--- config.mk ---
export PLATFORM = sky130hd
export DESIGN_NAME = sprite_dma
export DESIGN_NICKNAME = d
export VERILOG_FILES = /design/src/rtl/sprdma_pkg.sv /design/src/rtl/sprdma_steal_ctr.sv /design/src/rtl/sprdma_seq.sv /design/src/rtl/sprdma_bus.sv /design/src/rtl/sprite_dma.sv
export SDC_FILE = /design/constraint.sdc
export NUM_CORES = 1
export LEC_CHECK = 0
export ABC_AREA = 1
export CAP_MARGIN = 20
export CORE_MARGIN = 2
export CORE_UTILIZATION = 65
export DETAILED_ROUTE_END_ITERATION = 10
export DONT_BUFFER_PORTS = 1
export GPL_TIMING_DRIVEN = 0
export PLACE_DENSITY = 0.91
export SYNTH_ARGS = -nofsm -noshare
export SYNTH_HDL_FRONTEND = slang
export SYNTH_SLANG_ARGS = --single-unit
--- constraint.sdc ---
create_clock -name clk_i -period 3.81 [get_ports clk_i]
set_input_delay 0.762 -clock clk_i [delete_from_list [all_inputs] [get_ports clk_i]]
set_output_delay 0.762 -clock clk_i [all_outputs]
set_load 0.02 [all_outputs]
--- src/rtl/sprdma_pkg.sv ---
package sprdma_pkg;
  typedef enum logic [1:0] {
    OP_NONE  = 2'd0,
    OP_HOLD  = 2'd1,
    OP_READ  = 2'd2,
    OP_WRITE = 2'd3
  } bus_op_e;
endpackage

--- src/rtl/sprdma_steal_ctr.sv ---
module sprdma_steal_ctr #(
  parameter int STEAL_W = 10
) (
  input  logic               clk_i,
  input  logic               rst_ni,
  input  logic               load_i,
  input  logic [STEAL_W-1:0] load_val_i,
  input  logic               align_i,
  output logic               busy_o,
  output logic [STEAL_W-1:0] cnt_o
);
  localparam logic [STEAL_W-1:0] CNT_MAX = {STEAL_W{1'b1}};

  logic [STEAL_W-1:0] cnt_q, base, cnt_d;

  assign busy_o = (cnt_q != '0);

  always_comb begin
    if (load_i)      base = load_val_i;
    else if (busy_o) base = cnt_q - STEAL_W'(1);
    else             base = '0;
    // alignment stall rides on top of whatever remains, saturating
    if (align_i && base != CNT_MAX) cnt_d = base + STEAL_W'(1);
    else                            cnt_d = base;
  end

  always_ff @(posedge clk_i or negedge rst_ni) begin
    if (!rst_ni) cnt_q <= '0;
    else         cnt_q <= cnt_d;
  end

  assign cnt_o = cnt_q;
endmodule

--- src/rtl/sprdma_seq.sv ---
module sprdma_seq
  import sprdma_pkg::*;
#(
  parameter int ADDR_W = 16,
  parameter int DATA_W = 8,
  parameter int PAGE_W = 8,
  parameter int BYTES  = 256
) (
  input  logic              clk_i,
  input  logic              rst_ni,
  input  logic              start_i,
  input  logic [PAGE_W-1:0] page_i,
  input  logic              hold_i,
  input  logic [DATA_W-1:0] rd_data_i,
  output logic              busy_o,
  output bus_op_e           op_o,
  output logic [ADDR_W-1:0] src_o,
  output logic [DATA_W-1:0] held_o,
  output logic              done_o
);
  localparam int OFF_W = $clog2(BYTES);
  localparam int CNT_W = $clog2(2 * BYTES + 1);
  localparam logic [CNT_W-1:0] CNT_INIT = CNT_W'(2 * BYTES);

  logic [CNT_W-1:0]  cnt_q;
  logic [ADDR_W-1:0] src_q;
  logic [DATA_W-1:0] held_q;
  logic              done_q;
  logic              step;

  assign busy_o = (cnt_q != '0);
  assign step   = busy_o && !hold_i;

  always_comb begin
    if (!busy_o)       op_o = OP_NONE;
    else if (hold_i)   op_o = OP_HOLD;
    else if (cnt_q[0]) op_o = OP_WRITE;
    else               op_o = OP_READ;
  end

  always_ff @(posedge clk_i or negedge rst_ni) begin
    if (!rst_ni) begin
      cnt_q  <= '0;
      src_q  <= '0;
      held_q <= '0;
      done_q <= 1'b0;
    end else begin
      done_q <= 1'b0;
      if (start_i && !busy_o) begin
        cnt_q <= CNT_INIT;
        src_q <= ADDR_W'(page_i) << OFF_W;
      end else if (step) begin
        cnt_q <= cnt_q - CNT_W'(1);
        if (!cnt_q[0]) begin
          held_q <= rd_data_i;
          src_q  <= src_q + ADDR_W'(1);
        end
        if (cnt_q == CNT_W'(1)) begin
          src_q  <= '0;
          done_q <= 1'b1;
        end
      end
    end
  end

  assign src_o  = src_q;
  assign held_o = held_q;
  assign done_o = done_q;
endmodule

--- src/rtl/sprdma_bus.sv ---
module sprdma_bus
  import sprdma_pkg::*;
#(
  parameter int ADDR_W = 16,
  parameter int DATA_W = 8,
  parameter logic [ADDR_W-1:0] DEST_ADDR = 16'h2004
) (
  input  bus_op_e           op_i,
  input  logic [ADDR_W-1:0] src_i,
  input  logic [DATA_W-1:0] held_i,
  output logic              en_o,
  output logic              we_o,
  output logic [ADDR_W-1:0] addr_o,
  output logic [DATA_W-1:0] wdata_o
);
  always_comb begin
    en_o    = 1'b0;
    we_o    = 1'b0;
    addr_o  = src_i;
    wdata_o = '0;
    unique case (op_i)
      OP_READ:  en_o = 1'b1;
      OP_WRITE: begin
        en_o    = 1'b1;
        we_o    = 1'b1;
        addr_o  = DEST_ADDR;
        wdata_o = held_i;
      end
      default: ;
    endcase
  end
endmodule

--- src/rtl/sprite_dma.sv ---
module sprite_dma
  import sprdma_pkg::*;
#(
  parameter int ADDR_W    = 16,
  parameter int DATA_W    = 8,
  parameter int PAGE_W    = 8,
  parameter int BYTES     = 256,
  parameter int STEAL_W   = 10,
  parameter bit ALIGN_ODD = 1'b1,
  parameter logic [ADDR_W-1:0] DEST_ADDR = 16'h2004
) (
  input  logic               clk_i,
  input  logic               rst_ni,
  input  logic               trig_i,
  input  logic [PAGE_W-1:0]  trig_page_i,
  input  logic               odd_cycle_i,
  input  logic               steal_load_i,
  input  logic [STEAL_W-1:0] steal_cnt_i,
  input  logic [DATA_W-1:0]  rd_data_i,
  output logic               bus_en_o,
  output logic               bus_we_o,
  output logic [ADDR_W-1:0]  bus_addr_o,
  output logic [DATA_W-1:0]  bus_wdata_o,
  output logic               cpu_stall_o,
  output logic               done_o
);
  logic               steal_busy, dma_busy, trig_fire, align_fire;
  logic [STEAL_W-1:0] steal_cnt;
  bus_op_e            op;
  logic [ADDR_W-1:0]  src;
  logic [DATA_W-1:0]  held;

  assign trig_fire = trig_i && !dma_busy;

  generate
    if (ALIGN_ODD) begin : g_align
      assign align_fire = trig_fire && odd_cycle_i;
    end else begin : g_no_align
      assign align_fire = 1'b0;
    end
  endgenerate

  sprdma_steal_ctr #(.STEAL_W(STEAL_W)) u_steal (
    .clk_i      (clk_i),
    .rst_ni     (rst_ni),
    .load_i     (steal_load_i),
    .load_val_i (steal_cnt_i),
    .align_i    (align_fire),
    .busy_o     (steal_busy),
    .cnt_o      (steal_cnt)
  );

  sprdma_seq #(
    .ADDR_W(ADDR_W), .DATA_W(DATA_W), .PAGE_W(PAGE_W), .BYTES(BYTES)
  ) u_seq (
    .clk_i     (clk_i),
    .rst_ni    (rst_ni),
    .start_i   (trig_fire),
    .page_i    (trig_page_i),
    .hold_i    (steal_busy),
    .rd_data_i (rd_data_i),
    .busy_o    (dma_busy),
    .op_o      (op),
    .src_o     (src),
    .held_o    (held),
    .done_o    (done_o)
  );

  sprdma_bus #(
    .ADDR_W(ADDR_W), .DATA_W(DATA_W), .DEST_ADDR(DEST_ADDR)
  ) u_bus (
    .op_i    (op),
    .src_i   (src),
    .held_i  (held),
    .en_o    (bus_en_o),
    .we_o    (bus_we_o),
    .addr_o  (bus_addr_o),
    .wdata_o (bus_wdata_o)
  );

  // steal first, then copy, then instructions
  assign cpu_stall_o = steal_busy || dma_busy;
endmodule

## Word level (Yosys, flattened, before mapping)

Index checks and enable logic that the tools add are counted.

- Flip-flop bits (word level): 45
- Latch bits: 0
- Bits in writable memories: 0
- Bits in read-only memories: 0
- Input port bits: 31
- Memories: 0

- $add $sub $neg: 4
- $mul: 0
- Div/mod/pow operators: 0
- Magnitude comparators: 0
- Eq/ne operators: 5
- Shift operators: 0
- Mux-type cells: 19
- Bitwise operators: 2
- Reductions and logical operators: 14

Operator list:

| kind | count |
|---|---|
| $mux W16 | 5 |
| $mux W10 | 5 |
| $reduce_bool A10 Y1 | 2 |
| $sub A10 B1 Y10 const B | 2 |
| $add A16 B1 Y16 const B | 1 |
| $add A10 B1 Y10 const B | 1 |
| $eq A10 B1 Y1 const B | 1 |
| $ne A10 B10 Y1 const B | 1 |
| $mux W8 | 1 |
| $mux W1 | 6 |
| $logic_and A1 B1 Y1 | 5 |
| $eq A2 B2 Y1 const B | 2 |
| $mux W2 | 2 |
| $ne A3 B3 Y1 const B | 1 |
| $reduce_and A3 Y1 | 1 |
| $logic_not A1 Y1 | 2 |
| $not A1 Y1 | 2 |
| $reduce_and A2 Y1 | 1 |
| $reduce_bool A2 Y1 | 1 |
| $reduce_or A2 Y1 | 1 |
| $logic_or A1 B1 Y1 | 1 |

## Longest topological paths before layout

Gate-level depths: netlist of run 1.

- Word-level depth: 6
- Depth in mapped cells: 15
- Gate-level depth less buffers: 15

## Hierarchy

From an unflattened synthesis of run 1, not the netlist that was laid out.

- Cell total of the unflattened synthesis: 510
- Area total of the unflattened synthesis: 3597.2 um^2

By module, submodules not included:

| module | times used | cells each | area each (um^2) |
|---|---|---|---|
| sprdma_seq | 1 | 262 | 2134.5 |
| sprdma_steal_ctr | 1 | 188 | 1189.9 |
| sprdma_bus | 1 | 54 | 247.7 |
| sprite_dma | 1 | 6 | 25.0 |

## Worst setup path after synthesis of run 1

OpenSTA, ideal clock, no wires.

- Path kind: register -> output
- Start point: register u_steal.cnt_q[0], in the netlist u_steal.cnt_o[0]
- End point: output bus_wdata_o[0]
- Arrival time: 2224 ps
- Required time: 3048 ps
- Path slack: 824 ps
- Cell stages (with the launch flop): 12
- Cell sequence: dfrtp_1 inv_1 ha_1 nand2_1 nor2_2 nand3_4 nor2_4 inv_2 nor2_2 inv_2 buf_2 nor2_1

- Longest elaborated chain between the ends: 5

Ends and longest elaborated chain:

| item | line | text |
|---|---|---|
| start, declared | sprdma_steal_ctr.sv:14 | `logic [STEAL_W-1:0] cnt_q, base, cnt_d;` |
| start signal, assigned | sprdma_steal_ctr.sv:29 | `else cnt_q <= cnt_d;` |
| $reduce_bool A10 Y1 | sprdma_steal_ctr.sv:16 | `assign busy_o = (cnt_q != '0);` |
| $mux W2 | sprdma_seq.sv:36 | `else if (hold_i) op_o = OP_HOLD;` |
| $mux W2 | sprdma_seq.sv:35 | `if (!busy_o) op_o = OP_NONE;` |
| $eq A2 B2 Y1 | sprdma_bus.sv:21 | `unique case (op_i)` |
| $mux W8 | sprdma_bus.sv:21 |  |
| end, declared | sprite_dma.sv:23 | `output logic [DATA_W-1:0] bus_wdata_o,` |

No other way between the ends.

## Worst setup path in the final report of run 1

- Start point: register u_steal.cnt_q[0], in the netlist u_steal.cnt_o[0]
- End point: output bus_wdata_o[4]

Same word-level chain as after synthesis.

==> results summary, run 1 <==
The die is 73.8 um tall. The multiplexer fraction of the synthesized cell area came out at 2.85%. The clock tree root driver cell is clkbuf_8. The required time of the critical path came out at around 3.1 ns.

The number of DRC violations after detailed-routing iteration 0 came out at 195. Synthesis instantiated 37 different standard cells from the library. For this design the static power due to leakage is 1.72 nW.

The die extent in x is 73.8 um. The largest vdd supply drop is about 0.00019 V. The number of antenna diodes came out at 0. Summing the areas of all compound-gate instances in the mapped netlist gives 11.0% of the synthesized area. The critical path's slowest cell is dfrtp_1. The clock latency reported for the late side of the worst-skew pair is about 0.30 ns. At the pin with the least slew margin, the transition time is 0.500 ns. The final hold violation count came to 0. The final weighted congestion in routability-driven placement is roughly 0.97.

The adder and majority cell fraction of the synthesized area came out at 1.98%. The signal on the critical path passes through inv_1 > ha_1 > nand2_1 > nor2_2 > nand3_4 > nor2_4 > inv_2 > nor2_2 > inv_2 > buf_2 > nor2_1. STA classifies the critical path startpoint as a register. The time the final worst path needs with I/O delays and setup is roughly 3.7 ns. The post-layout total power is 1.13 mW.

The critical path is of the reg -> out type. The number of clock sinks is 45. After routing, the total negative slack on setup checks comes to 0 ns.

Setup repair after global routing could not meet its margin everywhere. met2 is the most crowded layer. The core region is 4720 um^2. The maximum number of pins on one net before global-route repair is 46.

The remaining global-route overflow came out at 0. The synthesized area divided by synthesized cell count came out at just over 7 um^2. The kind of cell adding the most delay to the critical path is simple AND/OR/NAND/NOR gates. The final count of pins violating max slew was 0. In the layout the commonest cells are 123 x nand2_1, 66 x inv_1, 45 x dfrtp_1. Static timing analysis puts the maximum clock frequency at 0.273 GHz. The met2 demand-to-capacity share in global routing is 48.5%. The remaining max-slew budget at the tightest pin came out at 66.4%. Of all nets on the critical path, the largest fanout is 10. Across all hold checks on the routed design, the worst slack comes to 0.144 ns. The clock passes through at most 2 buffers. The Yosys warning count came out at 0. The signal arrival time at the worst endpoint is 2.90 ns.

STA classifies the critical path endpoint as an output port. The total power density per cell area is 340 nW/um^2. The xor and xnor area share after synthesis is under 10%. The post-cts hold buffer count is 0. The initial core utilization is 67.0%.

The overall global routing resource usage came out at a little over a quarter. The count of nets left with antenna violations after detail routing came out at 0. The post-synthesis simple-gate area fraction came out at 35.9%. The total I/O pin count came out at 59. The wire-length estimate of the detail-placed layout is 5.44 mm. Together, buffers and inverters on the worst path number 4.

In this run the tool buffered the top-level ports with 0 buffer cells. For met1 alone, demand over resource in global routing was 31.5%. After synthesis, the largest family of logic cells by area is simple AND/OR/NAND/NOR gates. Using the TritonRoute via totals, the vias-per-cell ratio works out to around 5.4. The cell accounting for the most synthesized area is dfrtp_1. The path type of the worst min-delay path is in -> async. The register bit total from synthesis came out at 45. TritonCTS created 5 clock buffers. Counting every instance in the synthesized netlist gives 446. The layout overhead on the synthesized area is 5.34%. The area of the mapped netlist is 3160 um^2. The portion of synthesized cell area occupied by the leading cell type is 35.6%. The largest single stage delay on the critical path is 0.42 ns.

The number of gates resized after cts came out at 0. On the final layout, the worst clock skew is 0.00411 ns. The die area came out at 5440 um^2. Leaving out fill and tap cells, the most frequent cell in the layout is nand2_1.

The level count of the clock H-tree is 2. The final route contains between 2000 and 3000 vias. The post-detailed-route wirelength per cell is 13.2 um. The clock tree from TritonCTS is done. The iteration count of the initial detailed-routing pass came out at 4.

The first global-routing pass estimated between 10 and 15 mm of wire. The final period utilization is between 90% and 100%. The number of buffers inserted by post-CTS setup repair came out at 0. After synthesis, the cell types taking the most area are dfrtp_1 36%, nand2_1 15%, inv_1 7.8%. The max-cap check violation count came out at 0. The number of rows created at floorplan came out at 25. The via count of the first global-routing pass came out at 2649.

The number of antenna violations at the first check in global routing came to 0. The fraction of the core area covered by cells at the end of the flow is 70.6%. The final layout net count is 489.

The post-route netlist has 13.2% of its cells at a drive strength greater than 1. The routing usage on met3 came out at 5.90%. The clock-pin slew of the registers on the worst-case setup and hold paths is 0.08 ns.

The run finished with clean final reports. The number of remaining DRC errors came out at 0. The final number of setup-violating endpoints came out at 0. Of the synthesized area, sequential elements account for approximately 36%. The routed design has 6.86 mm of wire.

Synthesis produced a netlist with a net count of ~480.
report_power, final:
| part | switching, mW | total (mW) | internal [mW] | leakage, nW |
|---|---|---|---|---|
| Clock | 0.164 | 0.291 | 0.127 | 0.0450 |
| Sequential | 0.0454 | 0.569 | 0.524 | 0.553 |
| Combinational | 0.180 | 0.272 | 0.0921 | 1.12 |
logic make-up after synthesis:
family | count (synthesis)
buf+inv | 83
fa+ha+maj | 5
compound gates | 55
flops | 45
simple gates | 241
xor+xnor | 9
mux | 8
synth_stat cells:
cell	count
o21ai_4	3
o22ai_1	1
mux2_2	8
a21oi_1	12
xor2_1	6
a31oi_1	2
nand3b_4	1
o21a_1	3
inv_2	10
o211ai_1	3
nor2_4	4
o21ai_0	17
o21ai_1	6
nand3b_1	4
nor4_1	2
nor2_1	41
nand3_4	2
nand4_2	1
and3_1	1
nand3_1	25
buf_2	3
clkbuf_1	2
ha_1	5
buf_4	1
nand2_2	6
nor2_2	10
nor3_1	5
nand2_4	2
nand4_1	14
o21bai_1	1
a22oi_1	5
inv_4	1
o31ai_1	2
dfrtp_1	45
xnor2_1	3
nand2_1	123
inv_1	66
stage by stage:
stage / cell area (um^2) / setup WS (ns) / instances
2_1_floorplan: 3160 / 0.824 / 446
3_3_place_gp: 3250 / 0.539 / 513
3_5_place_dp: 3250 / 0.479 / 513
4_1_cts: 3330 / 0.144 / 521
5_1_grt: 3330 / -0.0656 / 521
6_report: 3330 / 0.147 / 521
cell type report:
| class | count | area (um^2) |
|---|---|---|
| Buffer | 6 | 30.0 |
| Clock buffer | 6 | 72.6 |
| Clock inverter | 2 | 10.0 |
| Fill cell | 400 | 1390 |
| Inverter | 77 | 292 |
| Multi-Input combinational cell | 318 | 1720 |
| Sequential cell | 45 | 1130 |
| Tap cell | 67 | 83.8 |
path summary, 6_finish.rpt:
check                      slack, ns                     endpoint  depth (start not counted)                  startpoint
setup / recovery                0.15               bus_wdata_o[4]                         11  u_steal.cnt_o[0]$_DFF_PN0_
hold / removal                  0.14  u_seq.src_o[12]$_DFFE_PN0P_                          0                      rst_ni
setup reg to reg                1.27   u_steal.cnt_o[3]$_DFF_PN0_                         15  u_steal.cnt_o[0]$_DFF_PN0_
hold reg to reg                 0.51   u_seq.cnt_q[4]$_DFFE_PN0P_                          1  u_seq.cnt_q[4]$_DFFE_PN0P_
max in group asynchronous       3.57  u_seq.held_o[0]$_DFFE_PN0P_                          0                      rst_ni
min in group clk_i              0.51   u_seq.cnt_q[4]$_DFFE_PN0P_                          1  u_seq.cnt_q[4]$_DFFE_PN0P_
per-layer routing:
metal  vias to the layer above  wire length (um)
li1                       1432                 -
met1                      1310              2830
met2                        56              3680
met3                         7               283
met4                         0                63
met5                         -                 0
sequential cells by signal, summed over array words and instances (netlist names):
signal         cells
u_seq.cnt_q       10
u_seq.done_o       1
u_seq.held_o       8
u_seq.src_o       16
u_steal.cnt_o     10
Power figures use the tool's default switching activity.
==> inputs of run 2 (changes only) <==
CORE_UTILIZATION = 64   (was 65)
PLACE_DENSITY = 0.9   (was 0.91)
TNS_END_PERCENT = 20   (was default)
clock period = 4.2 ns   (was 3.81 ns; I/O delays follow)
==> run 2 against run 1 <==
Compared with the run above:
- wire length is 3.1% higher
- worst hold slack better by 0.076 ns
- die area up 1.5%
- design area is 0.49% higher
- worst setup slack better by 0.32 ns
- highest routed layer unchanged
==> results summary, run 2 (synthesized netlist as in run 1, its figures left out) <==
The number of vias per cell after detailed routing came out at 5.42 (was 5.38). The final weighted congestion in routability-driven placement came out at 0.926 (was 0.972). The cell count after placement is 513 (unchanged).

The required time of the critical path came to 3.36 ns (was 3.05 ns). The path type of the worst min-delay path is in -> async (unchanged). The area after detailed placement is 3250 um^2 (unchanged). Unrepaired setup endpoints after global routing: false (was true).

The max-cap check violation count is 0 (unchanged). The HPWL reported at the end of detailed placement came out at 5.49 mm (was 5.44 mm). The met3 wire length came out at 325 um (was 283 um). The switching power share of the total came to 33.6% (was 34.4%). The buffer and inverter count on the worst path came to 4 (unchanged). The fraction of final layout cells with drive strength greater than 1 came to 13.2% (unchanged).

The internal power consumption came out at 0.708 mW (was 0.743 mW). The final non-filler cell area is 3350 um^2 (was 3330 um^2). The routed length on met1 was 2.86 mm (was 2.83 mm). The remaining global-route overflow came out at 0 (unchanged).

The clock tree from TritonCTS was done (unchanged). The flip-flop count of the largest register, all copies and words added came to 16 (unchanged). The measured slew at the worst slew-check pin is 0.588 ns (was 0.500 ns). The total met2 wirelength after detailed routing is 3.73 mm (was 3.68 mm). The number of remaining DRC errors came out at 0 (unchanged). The number of antenna diodes came out at 0 (unchanged).

The number of antenna violations at the first check in global routing came out at 0 (unchanged). The count of nets left with antenna violations after detail routing is 0 (unchanged). The initial core utilization is 66.6% (was 67.0%). The overall global routing resource usage came out at 27.9% (was 26.7%). The setup skew after layout came out at 0.0116 ns (was 0.00411 ns). The total power density per cell area came out at 318 nW/um^2 (was 340 nW/um^2). The kind of cell adding the most delay to the critical path is simple AND/OR/NAND/NOR gates (unchanged).

The number of cells in the finished layout apart from fillers came to 521 (unchanged). The vias after detailed routing came to 2826 (was 2805). The post-cts hold buffer count came out at 0 (unchanged). The share of total power in the clock network came out at 28.3% (was 25.7%).

The delay of the slowest critical-path stage came out at 0.42 ns (about the same). The maximum root-to-sink buffer count is 2 (unchanged). The clock tree root driver cell is clkbuf_8 (unchanged). The first-pass GRT wire length is 11.9 mm (was 11.2 mm). The switching power of the nets is 0.357 mW (was 0.389 mW). The total detailed-routing wirelength is 7.07 mm (was 6.86 mm).

The die area came to 5520 um^2 (was 5440 um^2). The signal arrival time at the worst endpoint was 2.90 ns (about the same). The combinational group share of total power is 23.2% (was 24.0%).

The final hold violation count is 0 (unchanged). The remaining max-slew budget at the tightest pin is 60.5% (was 66.4%). The post-detailed-route wirelength per cell is 13.6 um (was 13.2 um).

The peak fanout along the critical path was 10 (unchanged). The number of I/O port buffers is 0 (unchanged). The final number of setup-violating endpoints is 0 (unchanged). Result of the run: finished, final reports clean (unchanged). The layout overhead on the synthesized area came out at 5.85% (was 5.34%). The fraction of the core area covered by cells at the end of the flow came out at 70.4% (was 70.6%). The level count of the clock H-tree came out at 2 (unchanged). The path type of the worst setup path is reg -> out (unchanged). The floorplan die height came to 74.3 um (was 73.8 um). The final count of pins violating max slew was 0 (unchanged).

The portion of total power attributed to sequential cells came to 48.5% (was 50.3%). The most common library cell in the layout ignoring fill and taps is nand2_1 (unchanged). The startpoint type of the worst setup path is a register (unchanged).

The setup slack on the worst flop-to-flop path came out at 1.66 ns (was 1.27 ns). The standby leakage power is 1.73 nW (was 1.72 nW). The sum of negative setup slack came to 0 ns (unchanged). Sequence of cells on the critical path: inv_1 > ha_1 > nand2_1 > nor2_2 > nand3_4 > nor2_4 > inv_2 > nor2_2 > inv_2 > buf_2 > nor2_1 (unchanged). The highest routed metal layer is met4 (unchanged).

The fill cell instance count of the final layout came to 410 (was 400). The maximum achievable frequency is 0.268 GHz. The time the final worst path needs with I/O delays and setup came out at between 3 and 4 ns. The largest vdd supply drop came out at 0.000196 V (was 0.000190 V). The number of clock sinks came out at 45 (unchanged). The critical path's slowest cell is dfrtp_1 (unchanged).

The die extent in x came out at 74.3 um (was 73.8 um). The clock latency reported for the late side of the worst-skew pair came to 0.31 ns (was 0.30 ns). The iteration count of the initial detailed-routing pass was 4 (unchanged). Most frequent cells in the layout: 123 x nand2_1, 66 x inv_1, 45 x dfrtp_1 (unchanged). The total I/O pin count came out at 59 (unchanged). The number of DRC violations after detailed-routing iteration 0 is 154 (was 195). The number of gates resized after cts is 0 (unchanged). The clock-pin slew of the registers on the worst-case setup and hold paths came out at 0.09 ns (was 0.08 ns). The number of buffers created by CTS is 5 (unchanged).

The via count of the first global-routing pass is 2770 (was 2649). The final critical path takes up 88.9% of the cycle. The core box area came out at 4750 um^2 (was 4720 um^2). The final layout net count came out at 489 (unchanged). The maximum number of pins on one net before global-route repair came out at 46 (unchanged).

The kind of end point of the critical path is an output port (unchanged). The number of buffers inserted by post-CTS setup repair came to 0 (unchanged). The number of rows created at floorplan came out at 25 (unchanged).
## run 2: cell count changes in the layout (fill, tap and decap cells not counted)
| cell | delta |
|---|---|
| nor2_1 | +1 |
| clkbuf_1 | -1 |
| nor2_2 | -1 |
| clkinv_2 | -1 |
| clkbuf_8 | +2 |
## run 2: power groups by stage
stage	sequential (mW)	clock (mW)	combinational (mW)
finish	0.516	0.302	0.247
global route	0.523	0.324	0.284
CTS	0.515	0.305	0.246
detailed placement	0.524	0	0.244
global placement	0.521	0	0.232
floorplan	0.514	0	0.207
## run 2: worst reg2reg max path, stage by stage (launching register included)
cell and delay (ns):
dfrtp_1 0.40, inv_1 0.12, ha_1 0.30, nand2_1 0.11
nor2_2 0.05, nand3_4 0.16, nand2_4 0.11, o21ai_4 0.23
ha_1 0.28, nand3_4 0.11, nor2_4 0.15, nand3b_4 0.10
nand2_4 0.13, inv_4 0.08, nand2_1 0.07, nand2_1 0.05
## run 2: final cells by class
| cell class | instances | area (um^2) | area share [%] |
|---|---|---|---|
| buffer | 6 | 30.0 | 0.897 |
| clock buffer | 7 | 96.3 | 2.88 |
| clock inverter | 1 | 5.00 | 0.149 |
| inverter | 77 | 292 | 8.70 |
| multi-input combinational | 318 | 1720 | 51.3 |
| sequential | 45 | 1130 | 33.6 |
| tap | 67 | 83.8 | 2.50 |
## run 2: path summary, 6_finish.rpt
check	startpoint	depth (start not counted)	to
max	u_steal.cnt_o[0]$_DFF_PN0_	11	bus_wdata_o[0]
max in group asynchronous	rst_ni	0	u_seq.cnt_q[1]$_DFFE_PN0P_
max reg2reg	u_steal.cnt_o[0]$_DFF_PN0_	15	u_steal.cnt_o[5]$_DFF_PN0_
min in group clk_i	u_seq.cnt_q[4]$_DFFE_PN0P_	1	u_seq.cnt_q[4]$_DFFE_PN0P_
min	rst_ni	0	u_seq.src_o[10]$_DFFE_PN0P_
min reg2reg	u_seq.cnt_q[4]$_DFFE_PN0P_	1	u_seq.cnt_q[4]$_DFFE_PN0P_
## run 2: per-stage QoR
stage               setup slack, ns  total power, mW  hold slack, ns
finish                        0.465             1.07           0.220
global route                  0.285             1.13           0.206
CTS                           0.448             1.07           0.212
detailed placement            0.794            0.768           0.482
global placement              0.852            0.753           0.472
floorplan                      1.14            0.721           0.456
## run 2: per-layer routing
layer / global-route usage (%) / up-vias
met1: 32.0 / 1314
li1: - / 1436
met4: 12.1 / 0
met3: 5.42 / 15
met2: 50.6 / 61
met5: 0 / -
